File: config.mk
export PLATFORM = sky130hd
export DESIGN_NAME = csr_attr_bank
export DESIGN_NICKNAME = d
export VERILOG_FILES = /design/src/rtl/csr_attr_pkg.sv /design/src/rtl/csr_access.sv /design/src/rtl/csr_field.sv /design/src/rtl/csr_attr_bank.sv
export SDC_FILE = /design/constraint.sdc
export NUM_CORES = 1
export LEC_CHECK = 0
export CAP_MARGIN = 15
export CELL_PAD_IN_SITES_DETAIL_PLACEMENT = 2
export CELL_PAD_IN_SITES_GLOBAL_PLACEMENT = 2
export CORE_MARGIN = 4
export CORE_UTILIZATION = 30
export CTS_CLUSTER_SIZE = 16
export DETAILED_ROUTE_END_ITERATION = 10
export PLACE_DENSITY = 0.78
export SLEW_MARGIN = 20
export SYNTH_ARGS = -nofsm -noshare
export SYNTH_HDL_FRONTEND = slang
export SYNTH_SLANG_ARGS = --single-unit
export TNS_END_PERCENT = 20
File: constraint.sdc
create_clock -name clk_i -period 1.3 [get_ports clk_i]
set_input_delay 0.325 -clock clk_i [delete_from_list [all_inputs] [get_ports clk_i]]
set_output_delay 0.325 -clock clk_i [all_outputs]
set_load 0.05 [all_outputs]
File: src/rtl/csr_attr_pkg.sv
package csr_attr_pkg;
  typedef enum logic [2:0] {
    A_RO, A_RW, A_RC, A_RCW, A_W1C, A_RWL, A_HWI
  } attr_e;

  typedef enum logic [1:0] {
    CLS_PLAIN,   // cleared by any reset
    CLS_STICKY,  // survives hot reset
    CLS_SWSTK    // survives everything but rst_ni
  } rst_cls_e;

  function automatic logic [31:0] fmask(int w, int lsb);
    logic [63:0] t;
    t = (64'd1 << w) - 64'd1;
    return t[31:0] << lsb;
  endfunction
endpackage

File: src/rtl/csr_access.sv
module csr_access #(
  parameter int ADDR_W = 2,
  localparam int NW = 1 << ADDR_W
) (
  input  logic [ADDR_W-1:0] addr_i,
  input  logic              wr_i,
  input  logic              rd_i,
  input  logic [3:0]        be_i,
  output logic [NW-1:0]     wsel_o,
  output logic [NW-1:0]     rsel_o,
  output logic [31:0]       bmask_o
);
  for (genvar w = 0; w < NW; w++) begin : g_sel
    assign wsel_o[w] = wr_i && (addr_i == ADDR_W'(w));
    assign rsel_o[w] = rd_i && (addr_i == ADDR_W'(w));
  end
  for (genvar b = 0; b < 4; b++) begin : g_lane
    assign bmask_o[8*b +: 8] = {8{be_i[b]}};
  end
endmodule

File: src/rtl/csr_field.sv
module csr_field
  import csr_attr_pkg::*;
#(
  parameter attr_e    ATTR = A_RW,
  parameter rst_cls_e CLS  = CLS_PLAIN,
  parameter int       W    = 8,
  parameter logic [W-1:0] RST = '0
) (
  input  logic         clk_i,
  input  logic         rst_ni,
  input  logic         fund_rst_i,
  input  logic         hot_rst_i,
  input  logic         load_i,
  input  logic         unlock_i,
  input  logic         wr_i,
  input  logic         rd_i,
  input  logic [W-1:0] wdata_i,
  input  logic [W-1:0] wmask_i,
  input  logic [W-1:0] hw_i,
  output logic [W-1:0] q_o
);
  logic         clr, wr_en, w1c, rd_clr, ld;
  logic [W-1:0] q_q, q_d, setv;

  always_comb begin
    unique case (CLS)
      CLS_PLAIN:  clr = fund_rst_i | hot_rst_i;
      CLS_STICKY: clr = fund_rst_i;
      default:    clr = 1'b0;
    endcase
    wr_en  = wr_i && (ATTR == A_RW || ATTR == A_RCW || (ATTR == A_RWL && unlock_i));
    w1c    = wr_i && (ATTR == A_W1C);
    rd_clr = rd_i && (ATTR == A_RC || ATTR == A_RCW);
    ld     = load_i && (ATTR == A_HWI);
    setv   = (ATTR == A_RC || ATTR == A_RCW || ATTR == A_W1C) ? hw_i : '0;
    q_d = q_q;
    if (wr_en)       q_d = (q_q & ~wmask_i) | (wdata_i & wmask_i);
    else if (rd_clr) q_d = '0;
    if (w1c)         q_d = q_d & ~(wdata_i & wmask_i);
    q_d = q_d | setv;  // hardware set wins over any clear
    if (ld)          q_d = hw_i;
    if (clr)         q_d = RST;
  end

  always_ff @(posedge clk_i or negedge rst_ni) begin
    if (!rst_ni) q_q <= RST;
    else         q_q <= q_d;
  end

  assign q_o = (ATTR == A_RO) ? hw_i : q_q;

  if (ATTR == A_W1C) begin : g_chk_w1c
    a_r5_no_hw_clear: assert property (@(posedge clk_i) disable iff (!rst_ni)
      (!wr_i && !clr) |=> ((($past(q_q)) & ~q_q) == '0));
    a_r6_set_wins: assert property (@(posedge clk_i) disable iff (!rst_ni)
      (!clr) |=> ((q_q & $past(hw_i)) == $past(hw_i)));
  end
  if (ATTR == A_RC) begin : g_chk_rc
    a_r3_wr_ignored: assert property (@(posedge clk_i) disable iff (!rst_ni)
      (wr_i && !rd_i && !clr && hw_i == '0) |=> $stable(q_q));
    a_r7_rd_keeps_set: assert property (@(posedge clk_i) disable iff (!rst_ni)
      (rd_i && !clr) |=> (q_q == $past(hw_i)));
  end
  if (ATTR == A_RCW) begin : g_chk_rcw
    a_r4_rd_clears: assert property (@(posedge clk_i) disable iff (!rst_ni)
      (rd_i && !wr_i && !clr && hw_i == '0) |=> (q_q == '0));
  end
  if (ATTR == A_RWL) begin : g_chk_rwl
    a_r8_locked: assert property (@(posedge clk_i) disable iff (!rst_ni)
      (wr_i && !unlock_i && !clr) |=> $stable(q_q));
  end
  if (ATTR == A_HWI) begin : g_chk_hwi
    a_r9_hold: assert property (@(posedge clk_i) disable iff (!rst_ni)
      (!load_i && !clr) |=> $stable(q_q));
  end
endmodule

File: src/rtl/csr_attr_bank.sv
module csr_attr_bank
  import csr_attr_pkg::*;
#(
  parameter int ADDR_W  = 2,
  parameter int CFG_W   = 8,   // fields are limited to one byte lane (lock to two)
  parameter int STK_W   = 8,
  parameter int LOCK_W  = 16,
  parameter int STRAP_W = 8,
  parameter int EVT_W   = 8,
  parameter int STAT_W  = 8,
  parameter int RC_W    = 8,
  parameter int MBOX_W  = 16,
  parameter logic [CFG_W-1:0]  CFG_RST  = 8'hA5,
  parameter logic [STK_W-1:0]  STK_RST  = 8'h3C,
  parameter logic [LOCK_W-1:0] LOCK_RST = 16'h1234
) (
  input  logic               clk_i,
  input  logic               rst_ni,
  input  logic               fund_rst_i,
  input  logic               hot_rst_i,
  input  logic [ADDR_W-1:0]  addr_i,
  input  logic               wr_i,
  input  logic [31:0]        wdata_i,
  input  logic [3:0]         be_i,
  input  logic               rd_i,
  output logic [31:0]        rdata_o,
  input  logic [EVT_W-1:0]   evt_i,
  input  logic [RC_W-1:0]    rc_set_i,
  input  logic [STAT_W-1:0]  stat_i,
  input  logic [STRAP_W-1:0] strap_i
);
  localparam int NW       = 1 << ADDR_W;
  localparam int CFG_LSB  = 8;
  localparam int STK_LSB  = 16;
  localparam int LOCK_LSB = 0;
  localparam int STRP_LSB = 24;
  localparam int EVT_LSB  = 0;
  localparam int STAT_LSB = 8;
  localparam int RC_LSB   = 16;
  localparam int MBOX_LSB = 0;
  localparam logic [31:0] VM0 = fmask(1, 0) | fmask(CFG_W, CFG_LSB) | fmask(STK_W, STK_LSB);
  localparam logic [31:0] VM1 = fmask(LOCK_W, LOCK_LSB) | fmask(STRAP_W, STRP_LSB);
  localparam logic [31:0] VM2 = fmask(EVT_W, EVT_LSB) | fmask(STAT_W, STAT_LSB) | fmask(RC_W, RC_LSB);
  localparam logic [31:0] VM3 = fmask(MBOX_W, MBOX_LSB);

  logic [NW-1:0] wsel, rsel;
  logic [31:0]   bm;
  logic          init_q;
  logic          unlock_q;
  logic [CFG_W-1:0]   cfg_q;
  logic [STK_W-1:0]   stk_q;
  logic [LOCK_W-1:0]  lock_q;
  logic [STRAP_W-1:0] strap_q;
  logic [EVT_W-1:0]   evt_q;
  logic [STAT_W-1:0]  stat_q;
  logic [RC_W-1:0]    rc_q;
  logic [MBOX_W-1:0]  mbox_q;
  logic [31:0]        word [NW];
  logic [31:0]        rdata_q;

  csr_access #(.ADDR_W(ADDR_W)) u_access (
    .addr_i, .wr_i, .rd_i, .be_i, .wsel_o(wsel), .rsel_o(rsel), .bmask_o(bm)
  );

  // strap capture one cycle after a reset that reloads it
  always_ff @(posedge clk_i or negedge rst_ni) begin
    if (!rst_ni) init_q <= 1'b1;
    else         init_q <= fund_rst_i;
  end

  csr_field #(.ATTR(A_RW), .CLS(CLS_PLAIN), .W(1), .RST(1'b0)) u_unlock (
    .clk_i, .rst_ni, .fund_rst_i, .hot_rst_i, .load_i(1'b0), .unlock_i(1'b0),
    .wr_i(wsel[0]), .rd_i(rsel[0]), .wdata_i(wdata_i[0]), .wmask_i(bm[0]),
    .hw_i(1'b0), .q_o(unlock_q));
  csr_field #(.ATTR(A_RW), .CLS(CLS_PLAIN), .W(CFG_W), .RST(CFG_RST)) u_cfg (
    .clk_i, .rst_ni, .fund_rst_i, .hot_rst_i, .load_i(1'b0), .unlock_i(1'b0),
    .wr_i(wsel[0]), .rd_i(rsel[0]), .wdata_i(wdata_i[CFG_LSB +: CFG_W]),
    .wmask_i(bm[CFG_LSB +: CFG_W]), .hw_i('0), .q_o(cfg_q));
  csr_field #(.ATTR(A_RW), .CLS(CLS_STICKY), .W(STK_W), .RST(STK_RST)) u_stk (
    .clk_i, .rst_ni, .fund_rst_i, .hot_rst_i, .load_i(1'b0), .unlock_i(1'b0),
    .wr_i(wsel[0]), .rd_i(rsel[0]), .wdata_i(wdata_i[STK_LSB +: STK_W]),
    .wmask_i(bm[STK_LSB +: STK_W]), .hw_i('0), .q_o(stk_q));
  csr_field #(.ATTR(A_RWL), .CLS(CLS_SWSTK), .W(LOCK_W), .RST(LOCK_RST)) u_lock (
    .clk_i, .rst_ni, .fund_rst_i, .hot_rst_i, .load_i(1'b0), .unlock_i(unlock_q),
    .wr_i(wsel[1]), .rd_i(rsel[1]), .wdata_i(wdata_i[LOCK_LSB +: LOCK_W]),
    .wmask_i(bm[LOCK_LSB +: LOCK_W]), .hw_i('0), .q_o(lock_q));
  csr_field #(.ATTR(A_HWI), .CLS(CLS_STICKY), .W(STRAP_W), .RST('0)) u_strap (
    .clk_i, .rst_ni, .fund_rst_i, .hot_rst_i, .load_i(init_q), .unlock_i(1'b0),
    .wr_i(wsel[1]), .rd_i(rsel[1]), .wdata_i(wdata_i[STRP_LSB +: STRAP_W]),
    .wmask_i(bm[STRP_LSB +: STRAP_W]), .hw_i(strap_i), .q_o(strap_q));
  csr_field #(.ATTR(A_W1C), .CLS(CLS_STICKY), .W(EVT_W), .RST('0)) u_evt (
    .clk_i, .rst_ni, .fund_rst_i, .hot_rst_i, .load_i(1'b0), .unlock_i(1'b0),
    .wr_i(wsel[2]), .rd_i(rsel[2]), .wdata_i(wdata_i[EVT_LSB +: EVT_W]),
    .wmask_i(bm[EVT_LSB +: EVT_W]), .hw_i(evt_i), .q_o(evt_q));
  csr_field #(.ATTR(A_RO), .CLS(CLS_PLAIN), .W(STAT_W), .RST('0)) u_stat (
    .clk_i, .rst_ni, .fund_rst_i, .hot_rst_i, .load_i(1'b0), .unlock_i(1'b0),
    .wr_i(wsel[2]), .rd_i(rsel[2]), .wdata_i(wdata_i[STAT_LSB +: STAT_W]),
    .wmask_i(bm[STAT_LSB +: STAT_W]), .hw_i(stat_i), .q_o(stat_q));
  csr_field #(.ATTR(A_RC), .CLS(CLS_PLAIN), .W(RC_W), .RST('0)) u_rc (
    .clk_i, .rst_ni, .fund_rst_i, .hot_rst_i, .load_i(1'b0), .unlock_i(1'b0),
    .wr_i(wsel[2]), .rd_i(rsel[2]), .wdata_i(wdata_i[RC_LSB +: RC_W]),
    .wmask_i(bm[RC_LSB +: RC_W]), .hw_i(rc_set_i), .q_o(rc_q));
  csr_field #(.ATTR(A_RCW), .CLS(CLS_PLAIN), .W(MBOX_W), .RST('0)) u_mbox (
    .clk_i, .rst_ni, .fund_rst_i, .hot_rst_i, .load_i(1'b0), .unlock_i(1'b0),
    .wr_i(wsel[3]), .rd_i(rsel[3]), .wdata_i(wdata_i[MBOX_LSB +: MBOX_W]),
    .wmask_i(bm[MBOX_LSB +: MBOX_W]), .hw_i('0), .q_o(mbox_q));

  always_comb begin
    for (int i = 0; i < NW; i++) word[i] = '0;
    word[0][0]                      = unlock_q;
    word[0][CFG_LSB +: CFG_W]       = cfg_q;
    word[0][STK_LSB +: STK_W]       = stk_q;
    word[1][LOCK_LSB +: LOCK_W]     = lock_q;
    word[1][STRP_LSB +: STRAP_W]    = strap_q;
    word[2][EVT_LSB +: EVT_W]       = evt_q;
    word[2][STAT_LSB +: STAT_W]     = stat_q;
    word[2][RC_LSB +: RC_W]         = rc_q;
    word[3][MBOX_LSB +: MBOX_W]     = mbox_q;
  end

  always_ff @(posedge clk_i or negedge rst_ni) begin
    if (!rst_ni)   rdata_q <= '0;
    else if (rd_i) rdata_q <= word[addr_i];
  end
  assign rdata_o = rdata_q;

  function automatic logic [31:0] vmask(logic [ADDR_W-1:0] a);
    case (int'(a))
      0:       return VM0;
      1:       return VM1;
      2:       return VM2;
      3:       return VM3;
      default: return '0;
    endcase
  endfunction

  a_r2_rsvd_zero: assert property (@(posedge clk_i) disable iff (!rst_ni)
    $past(rd_i) |-> ((rdata_o & ~vmask($past(addr_i))) == '0));
  a_r13_rdata_hold: assert property (@(posedge clk_i) disable iff (!rst_ni)
    !rd_i |=> $stable(rdata_o));
endmodule

* After elaboration in Yosys (flattened, before gate mapping)
Index checks and enable logic that the tools add are counted.
** Word-level totals
- Flip-flop bits (word level) :: 106
- Input port bits :: 76
- Output and inout bits :: 32
- Word-level logic and storage cells :: 69
** Operators by class
- Order comparisons :: 1
- Equality and inequality tests :: 3
- Muxes and demuxes :: 18
- Bitwise gates (word level) :: 25
- Reductions and logical operators :: 12
** Operators with widths (count)
- 8-bit 2-to-1 mux :: 10
- 32-bit binary-select mux with 2-bit select :: 1
- 32-bit 2-to-1 mux :: 2
- 16-bit bitwise AND :: 3
- 8-bit bitwise AND :: 6
- 16-bit 2-to-1 mux :: 3
- 16-bit OR :: 2
- 8-bit OR :: 4
- 8-bit NOT :: 3
- 16-bit NOT :: 1
- 1-bit logical AND :: 7
- 2-bit nonzero test :: 3
- 2-bit == test, second input constant :: 2
- 3-bit >= comparator, second input constant :: 1
- 2-bit NOT with 3-bit output :: 1
- 3-bit nonzero test :: 1
- 1-bit bitwise AND :: 2
- 2-bit by 1-bit == test with 1-bit output, second input constant :: 1
- 2-bit logical NOT :: 1
- 1-bit 2-to-1 mux :: 2
- 1-bit OR :: 2
- 1-bit NOT :: 1

* Logic depth before layout (Yosys ltp)
- Depth after elaboration :: 6
- Gate-level depth with buffers :: 6
- Gate-level depth less buffers :: 3

* Cells and area by module
Synthesis repeated with hierarchy kept, for this count alone.
** Second synthesis, totals
- Cells, all modules :: 518
- Area total of the unflattened synthesis :: 5863.1 um2
** Modules (own cells, without submodules)
- csr_attr_bank :: instances 1, cells each 172, area an instance 1813.0 um2, sequential area each 827.0 um2
- csr_field (u_mbox) :: instances 1, cells each 88, area an instance 993.5 um2, sequential area each 400.4 um2
- csr_field (u_lock) :: instances 1, cells each 52, area an instance 804.5 um2, sequential area each 406.6 um2
- csr_field (u_evt) :: instances 1, cells each 33, area an instance 395.4 um2, sequential area each 200.2 um2
- csr_field (u_cfg) :: instances 1, cells each 31, area an instance 377.9 um2, sequential area each 205.2 um2
- csr_field (u_stk) :: instances 1, cells each 30, area an instance 370.4 um2, sequential area each 205.2 um2
- csr_field (u_rc) :: instances 1, cells each 34, area an instance 367.9 um2, sequential area each 200.2 um2
- csr_field (u_strap) :: instances 1, cells each 26, area an instance 325.3 um2, sequential area each 200.2 um2
- csr_access :: instances 1, cells each 40, area an instance 302.8 um2, sequential area each 0.0 um2
- csr_field (u_stat) :: instances 1, cells each 8, area an instance 60.1 um2, sequential area each 0.0 um2
- csr_field (u_unlock) :: instances 1, cells each 4, area an instance 52.6 um2, sequential area each 25.0 um2

* Worst setup path after synthesis
No wires, ideal clock.
- Path type :: input to register
- From :: input port addr_i[0]
- To :: register rdata_q[13], in the netlist rdata_o[13]
- Setup time :: 0.125 ns
- Arrival time :: 1.324 ns
- Required time :: 1.175 ns
- Setup slack :: -0.149 ns
- Stages on the path :: 4
- Path buffers :: 2
- Cells stage by stage :: buf_6 -> buf_12 -> mux4_2 -> mux2_4
** Between the ends
- Cells in the longest elaborated chain, start to end :: 4
** Ends and longest elaborated chain
- from (decl) :: line csr_attr_bank.sv:21 : input logic [ADDR_W-1:0] addr_i,
- 2-bit NOT with 3-bit output (not written as such) :: line csr_attr_bank.sv:123 : else if (rd_i) rdata_q <= word[addr_i];
- 32-bit binary-select mux with 2-bit select :: line csr_attr_bank.sv:123
- 32-bit 2-to-1 mux (not written as such) (2 in a row) :: line csr_attr_bank.sv:123
- to (signal assigned) :: line csr_attr_bank.sv:123
- to (decl) :: line csr_attr_bank.sv:59 : logic [31:0] rdata_q;
No other way between the ends. The select of a mux whose other input is x is not followed.
A chain may end at the register's enable or synchronous reset.

* Worst setup path after layout
- From :: input port stat_i[4]
- To :: register rdata_q[12], in the netlist rdata_o[12]
** Between the ends
- Cells in the longest elaborated chain, start to end :: 3
** Ends and longest elaborated chain
- from (decl) :: line csr_attr_bank.sv:29 : input logic [STAT_W-1:0] stat_i,
- 32-bit binary-select mux with 2-bit select :: line csr_attr_bank.sv:123
- 32-bit 2-to-1 mux (not written as such) (2 in a row) :: line csr_attr_bank.sv:123
No other way between the ends. The select of a mux whose other input is x is not followed.

==> impl_metrics.py <==
metrics = {
    "timing": {
        "finalCritPeriodShare": 0.9894,
        "drv_slew": 0,
        "hold_viol": 0,
        "final-setup-viol-count": 0,
        "max-slew-margin-rel": 0.7385,
        "post-route-min-period_ns": 1.286,
        "worst_pin_slew_ns": 0.3923,
        "fmax_mhz": 777.5,
        "rsz0062_at_grt": "yes",
        "fin_skew_ns": 0.009495,
    },
    "outcome": {
        "status": "complete, no violations",
    },
    "cts": {
        "clk_pin_slew_ns": 0.07,
        "htreeDepth": 3,
        "clk_latency_ns": 0.35,
        "cts_buffer_depth": 2,
        "clock-root-buffer": "clkbuf_16",
        "cts.sinks": 106,
        "cts_tree": "built",
        "cts_buffers": 9,
    },
    "grt": {
        "grt_pass1_wl_microns": 23110,
        "antenna_found_initial": 1,
        "grt_pass1_vias": 4080,
        "grt_usage": 0.1680,
        "grt_max_degree": 49,
        "grt_overflow_total": 0,
    },
    "synthesis": {
        "syn_nets": 443,
        "synth_area_sq_um": 4678,
        "netlist_instances": 367,
        "yosysSeqAreaShare": 0.5707,
        "ys_types": 32,
        "synth_seq_cells": 106,
        "yosysWarnings": 0,
        "syn_avg_cell_area_sq_um": 12.75,
    },
    "critical_path": {
        "required_ns": 1.54,
        "crit_path_max_incr_delay_ns": 0.49,
        "critPathMaxFanout": 1,
        "cp-start-kind": "input port",
        "crit_arrival_ns": 1.52,
        "cp-end-kind": "flop",
        "reg2reg_from": "u_mbox.q_o[12]",
        "critPathLaunch": "stat_i[4]",
        "rrSetupSlack_ns": 0.02,
        "reg2reg_to": "rdata_o[12]",
        "crit_buf_inv": 1,
        "slowest_stage": "mux4_2",
        "worstSetupPathType": "in -> reg",
        "crit_chain": "clkdlybuf4s50_1 > mux4_2 > mux2_2",
        "crit_family": "multiplexers",
        "ff2ff_path_depth": 2,
    },
    "layout": {
        "drive_gt1_frac": 0.3130,
        "fill_cells": 1506,
        "final_nets": 563,
        "final_common_cell": "dfrtp_1",
        "antenna_cells": 0,
        "layout_common_cells": "dfrtp_1, clkdlybuf4s50_1, nor2_1",
        "syn_to_final_growth_pct": 45.63,
        "final_area_sq_um": 6813,
    },
    "die": {
        "die_x_microns": 132.9,
        "core-area_sq_um": 15260,
        "num_io_pins": 108,
        "die_h_microns": 132.9,
        "dieArea_sq_um": 17660,
        "initial_utilization": 0.3066,
        "row_count": 45,
    },
    "place": {
        "port-buffer-count": 98,
        "place_congestion": 0.8039,
        "dp_hpwl_microns": 10190,
        "post_dp_cell_area_sq_um": 6355,
    },
    "flow_run": {
        "cap_violations": 0,
    },
    "pwr": {
        "pwr-share-seq": 0.449,
        "switching_share": 0.2583,
        "p_total_mw": 7.932,
        "power_leakage_nw": 3.008,
        "peakVddDrop_mv": 0.6523,
        "intPower_mw": 5.883,
        "p_sw_mw": 2.049,
        "p_comb_frac": 0.173,
        "powerDensity_nw_per_um2": 1164,
        "clkPwrFrac": 0.379,
    },
    "routing": {
        "wl_microns": 14320,
        "drt-wirelength-per-cell_microns": 20.37,
        "first_pass_iters": 4,
        "remaining_drc_errors": 0,
        "ant_nets": 0,
        "via_per_inst": 4.920,
        "vias": 3459,
        "drtIter0Drc": 90,
    },
    "worst_hold_path": {
        "hold_path_class": "in -> async",
    },
}
[cell usage after synthesis]
cell	number	area (sq um)
dfrtp_1	92	2302
nor2_1	41	153.9
mux2_2	30	337.8
mux2i_1	29	290.3
inv_1	24	90.09
a22o_1	16	140.1
a21oi_1	15	75.07
dfstp_2	14	367.9
clkbuf_1	10	37.54
buf_2	9	45.04
mux4_2	9	202.7
a311oi_1	8	70.07
nand3_1	8	40.04
o21ai_0	8	40.04
o22ai_1	8	50.05
a22oi_1	7	52.55
nor2b_1	6	37.54
a211o_1	4	35.03
buf_4	4	30.03
mux2_4	4	60.06
nand2_1	4	15.01
and4bb_2	3	37.54
a31oi_4	2	42.54
nand4_1	2	12.51
nand4_4	2	42.54
nor2_2	2	12.51
and3_1	1	6.260
buf_12	1	20.02
buf_6	1	11.26
nand2b_1	1	6.260
nand3b_1	1	7.510
or2_0	1	6.260
[cells by family (layout without fill, tap and decap cells)]
logic type | Yosys count | in the layout | share of synthesized area
buffers and inverters | 49 | 174 | 0.05001
AOI/OAI and AO/OA | 68 | 68 | 0.1080
and+or+nand+nor | 72 | 72 | 0.08077
DFF | 106 | 106 | 0.5707
muxes | 72 | 72 | 0.1904
[power groups by stage]
stage | Sequential (mW) | Clock, mW | Combinational, mW
floorplan | 3.79 | 0 | 0.379
global route | 3.58 | 3.26 | 1.46
finish | 3.56 | 3.00 | 1.37
global placement | 3.61 | 0 | 1.29
CTS | 3.56 | 3.10 | 1.39
detailed placement | 3.62 | 0 | 1.34
[worst max-delay path by stage]
stage,endpoint,depth (start not counted)
global placement,flop,6
detailed placement,flop,6
CTS,rdata_o[21],1
global route,rdata_o[22],1
finish,rdata_o[12],3
floorplan,rdata_o[13],4
[per-stage QoR]
step / TNS (ns) / worst slack [ns] / util / std cells / hold slack [ns]
CTS: 0 / 0.005802 / 0.4458 / 703 / 0.3826
finish: 0 / 0.01374 / 0.4465 / 703 / 0.3915
floorplan: -2.382 / -0.1191 / - / 367 / 0.02941
global placement: -55.31 / -0.6830 / 0.4165 / 680 / 0.2039
global route: -0.08863 / -0.01908 / 0.4465 / 703 / 0.4068
detailed placement: -60.36 / -0.7754 / 0.4165 / 680 / 0.2051
[timing repair]
action | 4_1_cts | 5_1_grt
gates cloned | 1 | 0
hold endpoints to repair | 12 | 0
hold buffers | 1 | 0
buffers inserted | 5 | 0
gates resized for setup | 18 | 3
pin swaps | 4 | 2
setup endpoints to repair | 90 | 20
[final cells by class]
type,count,area [sq um],area share
tap,211,264.0,0.03875
inverter,24,90.09,0.01322
multi-input combinational,212,1807,0.2652
sequential,106,2671,0.3921
timing repair buffer,134,1660,0.2437
clock buffer,12,246.5,0.03618
clock inverter,4,73.82,0.01084
[routing by layer]
| metal | global-route usage | wire (microns) | up-vias |
|---|---|---|---|
| li1 | - | - | 1544 |
| met1 | 0.2076 | 6104 | 1825 |
| met2 | 0.2872 | 7403 | 76 |
| met3 | 0.05285 | 662 | 12 |
| met4 | 0.03868 | 133 | 2 |
| met5 | 0 | 13 | - |
No activity file was read; power rests on OpenSTA's default activity.
